### config.mk
export PLATFORM = sky130hd
export DESIGN_NAME = singleOpPipe
export DESIGN_NICKNAME = d
export VERILOG_FILES = /design/src/rtl/sopPkg.sv /design/src/rtl/tokFifo.sv /design/src/rtl/sopCtrl.sv /design/src/rtl/sopData.sv /design/src/rtl/singleOpPipe.sv
export SDC_FILE = /design/constraint.sdc
export NUM_CORES = 1
export LEC_CHECK = 0
export ABC_AREA = 0
export BUFFER_PORTS_ARGS = -buffer_cell sky130_fd_sc_hd__buf_2
export CAP_MARGIN = 10
export CORE_MARGIN = 1.5
export CORE_UTILIZATION = 54
export DETAILED_ROUTE_END_ITERATION = 7
export GPL_TIMING_DRIVEN = 1
export HOLD_SLACK_MARGIN = 0.02
export MAX_ROUTING_LAYER = met4
export PLACE_DENSITY = 0.7
export SYNTH_ARGS = -nofsm -noshare
export SYNTH_HDL_FRONTEND = slang
export SYNTH_SLANG_ARGS = --single-unit
export TNS_END_PERCENT = 50
### constraint.sdc
create_clock -name clk -period 3.4 [get_ports clk]
set_input_delay 0.17 -clock clk [delete_from_list [all_inputs] [get_ports clk]]
set_output_delay 0.17 -clock clk [all_outputs]
set_load 0.03 [all_outputs]
### src/rtl/sopPkg.sv
package sopPkg;
  // strobes from the control to the datapath, one per segment action
  typedef struct packed {
    logic loadTake;   // queue -> Load register
    logic loadMove;   // Load register -> Load/Fetch FIFO
    logic fetchGo;    // Load/Fetch head + instruction -> Fetch/Operate FIFO
    logic opTake;     // Fetch/Operate head -> result register
  } strobe_t;

  typedef enum logic [1:0] {
    OP_PASS = 2'd0,
    OP_NEG  = 2'd1,
    OP_INC  = 2'd2,
    OP_KEEP = 2'd3
  } unop_e;
endpackage

### src/rtl/tokFifo.sv
module tokFifo #(
  parameter int WIDTH = 8,
  parameter int DEPTH = 2
) (
  input  logic             clk,
  input  logic             rst_n,
  input  logic             clr,
  input  logic             push,
  input  logic [WIDTH-1:0] pushData,
  input  logic             pop,
  output logic [WIDTH-1:0] headData,
  output logic             full,
  output logic             empty
);
  localparam int PTR_W = (DEPTH > 1) ? $clog2(DEPTH) : 1;
  localparam int CNT_W = $clog2(DEPTH + 1);

  logic [WIDTH-1:0] store [DEPTH];
  logic [PTR_W-1:0] rdPtr, wrPtr;
  logic [CNT_W-1:0] count;
  logic doPush, doPop;

  function automatic logic [PTR_W-1:0] nextPtr(input logic [PTR_W-1:0] p);
    return (p == PTR_W'(DEPTH - 1)) ? '0 : p + 1'b1;
  endfunction

  assign full     = (count == CNT_W'(DEPTH));
  assign empty    = (count == '0);
  assign doPush   = push && !full;
  assign doPop    = pop && !empty;
  assign headData = store[rdPtr];

  always_ff @(posedge clk) begin
    if (doPush) store[wrPtr] <= pushData;
  end

  always_ff @(posedge clk or negedge rst_n) begin
    if (!rst_n) begin
      rdPtr <= '0;
      wrPtr <= '0;
      count <= '0;
    end else if (clr) begin
      rdPtr <= '0;
      wrPtr <= '0;
      count <= '0;
    end else begin
      if (doPush) wrPtr <= nextPtr(wrPtr);
      if (doPop)  rdPtr <= nextPtr(rdPtr);
      if (doPush && !doPop)      count <= count + 1'b1;
      else if (doPop && !doPush) count <= count - 1'b1;
    end
  end
endmodule

### src/rtl/sopCtrl.sv
module sopCtrl
  import sopPkg::*;
(
  input  logic       clk,
  input  logic       rst_n,
  input  logic       init,
  input  logic       qValid,
  input  logic       lfFull,
  input  logic       lfEmpty,
  input  logic       foFull,
  input  logic       foEmpty,
  input  logic [1:0] foLit,
  input  logic       localFree,
  input  logic       remoteFree,
  input  logic       queueReady,
  output strobe_t    stb,
  output logic       getTok,
  output logic       localValid,
  output logic       remoteValid,
  output logic       putTok
);
  logic       loadBusy;
  logic       opBusy;
  logic [1:0] copyLeft;
  logic       fire;

  // segment decisions, evaluated independently so they can share a cycle
  always_comb begin
    stb.loadTake = !loadBusy && qValid;
    stb.loadMove = loadBusy && !lfFull;
    stb.fetchGo  = !lfEmpty && !foFull;
    stb.opTake   = !opBusy && !foEmpty;
  end

  assign getTok      = !loadBusy;
  assign localValid  = opBusy && localFree;
  assign remoteValid = opBusy && !localFree && remoteFree;
  assign putTok      = opBusy && !localFree && !remoteFree;
  assign fire        = localValid || remoteValid || (putTok && queueReady);

  always_ff @(posedge clk or negedge rst_n) begin
    if (!rst_n) begin
      loadBusy <= 1'b0;
      opBusy   <= 1'b0;
      copyLeft <= '0;
    end else if (init) begin
      loadBusy <= 1'b0;
      opBusy   <= 1'b0;
      copyLeft <= '0;
    end else begin
      if (stb.loadTake)      loadBusy <= 1'b1;
      else if (stb.loadMove) loadBusy <= 1'b0;

      if (stb.opTake) begin
        opBusy   <= 1'b1;
        copyLeft <= foLit;
      end else if (fire) begin
        if (copyLeft == '0) opBusy <= 1'b0;
        else                copyLeft <= copyLeft - 2'd1;
      end
    end
  end
endmodule

### src/rtl/sopData.sv
module sopData
  import sopPkg::*;
#(
  parameter int DATA_W = 8,
  parameter int ADDR_W = 4,
  parameter int FIFO_D = 2
) (
  input  logic                clk,
  input  logic                rst_n,
  input  logic                init,
  input  strobe_t             stb,
  input  logic [DATA_W-1:0]   qData,
  input  logic [ADDR_W-1:0]   qAddr,
  input  logic                imemWe,
  input  logic [ADDR_W-1:0]   imemAddr,
  input  logic [ADDR_W+3:0]   imemData,
  output logic                lfFull,
  output logic                lfEmpty,
  output logic                foFull,
  output logic                foEmpty,
  output logic [1:0]          foLit,
  output logic [DATA_W-1:0]   outData,
  output logic [ADDR_W-1:0]   outAddr
);
  localparam int INSTR_W = ADDR_W + 4;
  localparam int TOK_W   = DATA_W + ADDR_W;
  localparam int FO_W    = DATA_W + INSTR_W;
  localparam int IMEM_D  = 1 << ADDR_W;

  logic [TOK_W-1:0]   loadTok;
  logic [TOK_W-1:0]   lfHead;
  logic [FO_W-1:0]    foHead;
  logic [INSTR_W-1:0] imem [IMEM_D];
  logic [INSTR_W-1:0] fetched;
  logic [INSTR_W-1:0] foInstr;
  logic [DATA_W-1:0]  foData;
  logic [DATA_W-1:0]  opResult;
  unop_e              opSel;

  always_ff @(posedge clk) begin
    if (imemWe) imem[imemAddr] <= imemData;
  end

  always_ff @(posedge clk) begin
    if (stb.loadTake) loadTok <= {qData, qAddr};
  end

  tokFifo #(.WIDTH(TOK_W), .DEPTH(FIFO_D)) u_lf (
    .clk(clk), .rst_n(rst_n), .clr(init),
    .push(stb.loadMove), .pushData(loadTok),
    .pop(stb.fetchGo), .headData(lfHead),
    .full(lfFull), .empty(lfEmpty)
  );

  // Fetch: instruction looked up by the head token's destination address
  assign fetched = imem[lfHead[ADDR_W-1:0]];

  tokFifo #(.WIDTH(FO_W), .DEPTH(FIFO_D)) u_fo (
    .clk(clk), .rst_n(rst_n), .clr(init),
    .push(stb.fetchGo), .pushData({lfHead[TOK_W-1:ADDR_W], fetched}),
    .pop(stb.opTake), .headData(foHead),
    .full(foFull), .empty(foEmpty)
  );

  assign foInstr = foHead[INSTR_W-1:0];
  assign foData  = foHead[FO_W-1:INSTR_W];
  assign foLit   = foInstr[ADDR_W+1:ADDR_W];
  assign opSel   = unop_e'(foInstr[ADDR_W+3:ADDR_W+2]);

  always_comb begin
    unique case (opSel)
      OP_NEG:  opResult = -foData;
      OP_INC:  opResult = foData + 1'b1;
      default: opResult = foData;
    endcase
  end

  always_ff @(posedge clk or negedge rst_n) begin
    if (!rst_n) begin
      outData <= '0;
      outAddr <= '0;
    end else if (stb.opTake) begin
      outData <= opResult;
      outAddr <= foInstr[ADDR_W-1:0];
    end
  end
endmodule

### src/rtl/singleOpPipe.sv
module singleOpPipe
  import sopPkg::*;
#(
  parameter int DATA_W = 8,
  parameter int ADDR_W = 4,
  parameter int FIFO_D = 2
) (
  input  logic              clk,
  input  logic              rst_n,
  input  logic              init,
  input  logic              qValid,
  input  logic [DATA_W-1:0] qData,
  input  logic [ADDR_W-1:0] qAddr,
  output logic              getTok,
  input  logic              imemWe,
  input  logic [ADDR_W-1:0] imemAddr,
  input  logic [ADDR_W+3:0] imemData,
  input  logic              localFree,
  input  logic              remoteFree,
  input  logic              queueReady,
  output logic              localValid,
  output logic              remoteValid,
  output logic              putTok,
  output logic [DATA_W-1:0] outData,
  output logic [ADDR_W-1:0] outAddr
);
  strobe_t    stb;
  logic       lfFull, lfEmpty, foFull, foEmpty;
  logic [1:0] foLit;

  sopCtrl u_ctrl (
    .clk(clk), .rst_n(rst_n), .init(init), .qValid(qValid),
    .lfFull(lfFull), .lfEmpty(lfEmpty), .foFull(foFull), .foEmpty(foEmpty),
    .foLit(foLit), .localFree(localFree), .remoteFree(remoteFree),
    .queueReady(queueReady), .stb(stb), .getTok(getTok),
    .localValid(localValid), .remoteValid(remoteValid), .putTok(putTok)
  );

  sopData #(.DATA_W(DATA_W), .ADDR_W(ADDR_W), .FIFO_D(FIFO_D)) u_data (
    .clk(clk), .rst_n(rst_n), .init(init), .stb(stb),
    .qData(qData), .qAddr(qAddr),
    .imemWe(imemWe), .imemAddr(imemAddr), .imemData(imemData),
    .lfFull(lfFull), .lfEmpty(lfEmpty), .foFull(foFull), .foEmpty(foEmpty),
    .foLit(foLit), .outData(outData), .outAddr(outAddr)
  );
endmodule

### Word level (Yosys, flattened, before mapping)

Memory sizes are Yosys's and may differ from the RTL's.
Index checks and enable logic that the tools add are counted.

* output and inout bits: 16
* flip-flop bits (word level): 36
* memories: 3
* logic and storage cells: 112
* input port bits: 32
* RAM bits: 184

Memory list
* u_data.imem: words 16, bits a word 8, rd ports 1, clocked after memory_dff 0, write ports 1, line sopData.sv:33 `logic [INSTR_W-1:0] imem [IMEM_D];`
* u_data.u_fo.store: words 2, bits a word 16, rd ports 1, clocked after memory_dff 0, write ports 1, line tokFifo.sv:18 `logic [WIDTH-1:0] store [DEPTH];`
* u_data.u_lf.store: words 2, bits a word 12, rd ports 1, clocked after memory_dff 0, write ports 1, line tokFifo.sv:18

* muxes and demuxes: 36
* $add $sub $neg: 11
* equal/unequal tests: 5
* reductions and logical operators: 45

Operators by type and width (number)
* $mux 1: 25
* $mux 2: 10
* $logic_and 1x1->1: 17
* $pmux 8 s2: 1
* $reduce_bool 3->1: 5
* $logic_not 1->1: 12
* $add 8x1->8 const B: 1
* $neg 8->8: 1
* $reduce_bool 2->1: 4
* $eq 2x2->1 const B: 3
* $logic_not 2->1: 3
* $sub 2x1->2 const B: 3
* $add 1x1->1 const B: 4
* $add 2x1->2 const B: 2
* $reduce_and 2->1: 2
* $ne 3x2->1 const B: 1
* $eq 2x1->1 const B: 1
* $logic_or 1x1->1: 2

### Logic depth before layout (Yosys ltp)

* depth after elaboration: 9
* mapped depth: 12
* gate-level depth less buffers: 8

### Modules after synthesis

Synthesis repeated with hierarchy kept, for this count alone.

* cells, all modules: 488
* area total of the unflattened synthesis: 8958.6 um^2

By module, submodules not included
* sopData: instances 1, cells an instance 320, sequential area each 4504.3 um^2, area an instance 6238.5 um^2
* tokFifo (u_data.u_fo): instances 1, cells an instance 75, sequential area each 1061.0 um^2, area an instance 1376.3 um^2
* tokFifo (u_data.u_lf): instances 1, cells an instance 61, sequential area each 820.8 um^2, area an instance 1073.5 um^2
* sopCtrl: instances 1, cells an instance 32, sequential area each 100.1 um^2, area an instance 270.3 um^2

### Worst setup path before layout

Ideal clock, no wire load.

* kind: reg-to-reg
* from: reg u_data.u_fo.rdPtr
* to: reg u_data.outData[6]
* library setup time: 0.134 ns
* cell stages (with the launch flop): 12
* arrival: 2.308 ns
* buffers on the path: 4
* clock period less this slack: 2.442 ns
* required time: 3.266 ns
* path slack: 0.958 ns
* cells stage by stage: dfrtp_1 > buf_6 > buf_4 > buf_2 > mux2i_1 > inv_1 > ha_1 > clkbuf_1 > nor2_1 > mux2_2 > a222oi_1 > o21ai_0

* longest elaborated chain between the ends: 3
* elaborated cells between the ends (all ways): 6
* classes of those cells: add/sub: 2; eq/ne: 2; mux: 1; memory: 1

RTL lines
* start: declaration: line tokFifo.sv:19 `logic [PTR_W-1:0] rdPtr, wrPtr;`
* start signal: assignment: line tokFifo.sv:48 `if (doPop) rdPtr <= nextPtr(rdPtr);`
* $mem_v2 2x16 (*)
* $add 8x1->8 (tied with other cells): line sopData.sv:73 `OP_INC: opResult = foData + 1'b1;`
* $pmux 8 s2 (*): line sopData.sv:71 `unique case (opSel)`
* end signal: assignment: line sopData.sv:83 `outData <= opResult;`
* end: declaration: line sopData.sv:22 `output logic [DATA_W-1:0] outData,`

Every way passes the cells marked *; elsewhere a longest branch is shown, timed or not.
A chain may end at the register's enable or synchronous reset.

### Worst setup path after layout

Ends and elaborated chain as after synthesis.

==> impl_results.md <==
- DR WL/cell: 20.0 microns
- Number of antenna diodes: 0
- Post-synth top cells: edfxtp_1 (196), nor2_1 (36), dfrtp_1 (24), nand2_1 (24), mux2_2 (23)
- Final nets: 630
- Critical Path RT: 3.76 ns
- Vias in the first global route: 4921
- Iter 0 DRT Violations: 344
- Crit Path Category: register to register
- Pleak: 0.00356 uW
- Hold WS: 0.0473 ns
- I/O pins: 48
- Final period util: 86.1%
- Max Fanout on Critical Path: 19
- Vias per std cell: 5.65
- Top-count cell post-synth: edfxtp_1
- Asr flop ratio synth: 10.9%
- GRT Resource Usage Total: 20.4%
- Placement Setup Slack: 0.443 ns
- Power Dens Cells: 672 nW/um^2
- Setup bufs post-CTS: 0
- Core ar.: 16100 sq um
- Synth cell types: 46
- Top cells by area, synth: edfxtp_1 (66%), dfrtp_1 (6.7%), mux4_2 (5.5%)
- Crit path DAT: 3.29 ns
- Longest Clk Path Bufs: 3
- Initial core utilization: 55.7%
- Synth top area share: 65.8%
- Row count: 46
- Final total power: 6940 uW
- Post-synth EDFFs: 196
- CTS H-tree depth: 1
- Via Count: 4660
- Post-Route WL: 16.5 mm
- Slew headroom: 22.0%
- Share of cells above drive strength 1: 24.5%
- Setup ws final: 0.472 ns
- Total Neg Setup Slack: 0 ns
- Worst-Margin Slew: 1.17 ns
- Initial DRT Pass Iterations: 5
- Worst IR Drop VDD: 0.459 mV
- Largest net degree at the start of global routing: 25
- CTS Buf Count: 22
- Ys flop type: edfxtp_1
- Slew Viols, Final: 0
- Highest Clock Rate: 342 MHz
- Clock Pin Slew Worst Setup and Hold Paths: 0.06 ns
- Tmin final: 2.93 ns
- Syn avg cell area: 17.5 sq um
- Post-synthesis sequential element count: 220
- CP startpoint kind: register
- Die Wd: 132 microns
- Die area: 17400 sq um
- Hpwl dp: 10.9 mm
- First-pass GRT wire length: 26.5 mm
- Hold Path Class: input port to register
- # clock sinks: 220
- Status: finished clean
- TritonCTS clock tree: yes
- Initial antenna violation count: 0
- Endpoints failing setup: 0
- Synth Instances: 512
- Cell taking the most area after synthesis: edfxtp_1
- Syn Nets: 549
- Synth Cell Area: 8950 sq um
- Post-synthesis sequential area ratio: 72.5%
- Worst-skew pair later-pin latency: 0.49 ns
- Root Driver: clkbuf_16
- Final Hold Viols: 0
- Layout Skew: 0.0108 ns
- Max-cap viol count: 0
- Ys Warns: 0
- ANT nets after route: 0
- Critical Path Sink Type: register
- Global placer's final weighted congestion: 0.766
- RSZ-0062 raised after global routing: false
- PortBufs: 47
- Syn-to-layout area delta: 15.3%
- Die height: 132 microns
- Residual DRC count: 0
- GR Overflow Total: 0
-- stage by stage --
step	cells	cell area [sq um]	utilization, %
after floorplan	512	8950	-
after global placement	771	9470	59.0
after detailed placement	771	9470	59.0
after CTS	825	10300	64.2
after global routing	825	10300	64.2
final	825	10300	64.2
-- placed cells by master (no fill, tap or decap), types with 3 or more instances in the layout --
master / count
xor2_1: 4
nand3_1: 6
buf_2: 47
dlygate4sd3_1: 14
a31oi_1: 6
clkbuf_16: 23
nand2b_1: 5
inv_1: 14
clkinv_1: 5
buf_4: 17
mux2i_1: 19
mux2_2: 23
ha_1: 5
clkbuf_1: 3
mux4_1: 10
edfxtp_1: 196
nor2_1: 36
dfrtp_1: 24
nor3_1: 10
a211oi_1: 10
mux4_2: 22
a21oi_1: 13
xnor2_1: 3
o21ai_1: 3
o211ai_1: 3
a222oi_1: 3
or3_1: 3
o21ai_0: 16
nand2_1: 24
clkinv_2: 5
nor2b_1: 9
-- kinds of logic (layout without fill, tap and decap cells) --
logic type / Yosys count / after routing / synth area share (%)
flip-flops: 220 / 220 / 72.5
buffers and inverters: 35 / 132 / 2.03
adder cells (fa/ha/maj): 5 / 5 / 0.699
AO/OA/AOI/OAI: 59 / 59 / 4.10
XOR/XNOR: 7 / 7 / 0.685
multiplexers: 78 / 78 / 14.1
AND/OR/NAND/NOR: 108 / 108 / 5.90
-- worst max-delay path, cell delays in order (launching register included) --
cell      delay (ns)
dfrtp_1         0.79
mux2i_1         0.35
inv_1           0.09
ha_1            0.62
nor2_1          0.13
mux2_2          0.28
a222oi_1        0.40
o21ai_0         0.14
-- worst paths after layout --
check | from | to | slack [ns] | depth (start not counted)
worst min register to register | u_data.loadTok[2]$_DFFE_PP_ | u_data.u_lf.store[1][2]$_DFFE_PP_ | 0.45 | 0
worst min-delay path | queueReady | u_ctrl.opBusy$_DFFE_PN0P_ | 0.05 | 4
max in group asynchronous | rst_n | u_data.outData[2]$_DFFE_PN0N_ | 2.81 | 2
min in group asynchronous | rst_n | u_data.outData[4]$_DFFE_PN0N_ | 0.21 | 2
worst max register to register | u_data.u_fo.rdPtr$_DFFE_PN0P_ | u_data.outData[6]$_DFFE_PN0N_ | 0.47 | 7
worst max-delay path | u_data.u_fo.rdPtr$_DFFE_PN0P_ | u_data.outData[6]$_DFFE_PN0N_ | 0.47 | 7
-- metal layers --
| layer | global-route usage [%] | vias to the layer above | routed length (microns) |
|---|---|---|---|
| met1 | 27.0 | 2297 | 7190 |
| li1 | - | 2185 | - |
| met3 | 2.96 | 24 | 843 |
| met4 | 6.36 | 0 | 350 |
| met2 | 33.2 | 154 | 8140 |
| met5 | - | - | 0 |
-- sequential cells by signal (all words and copies together), names as in the netlist --
name,flops
u_data.u_lf.wrPtr,1
u_data.u_fo.count,2
u_ctrl.opBusy,1
u_data.u_fo.store,32
u_ctrl.loadBusy,1
u_data.u_fo.rdPtr,1
u_data.u_lf.store,24
u_data.outAddr,4
u_data.outData,8
u_data.u_fo.wrPtr,1
u_data.u_lf.rdPtr,1
u_data.loadTok,12
u_ctrl.copyLeft,2
u_data.u_lf.count,2
u_data.imem,128
-- where the power goes --
group	total [uW]	internal, uW	switching [uW]
sequential	3290	3180	101
combinational	1310	530	781
clock	2340	1380	955
-- timing repair --
item,in CTS,in global routing
hold buffers,14,0
endpoints found under the setup margin,0,0
gates resized for setup,0,0
hold endpoints to repair,40,0
-- cell type report --
class | count | area, sq um
Multi-Input combinational cell | 257 | 2300
Inverter | 14 | 52.6
Clock buffer | 26 | 587
Sequential cell | 220 | 6490
Fill cell | 1127 | 5740
Timing Repair Buffer | 78 | 503
Clock inverter | 14 | 119
Tap cell | 216 | 270
Power figures use the tool's default switching activity.
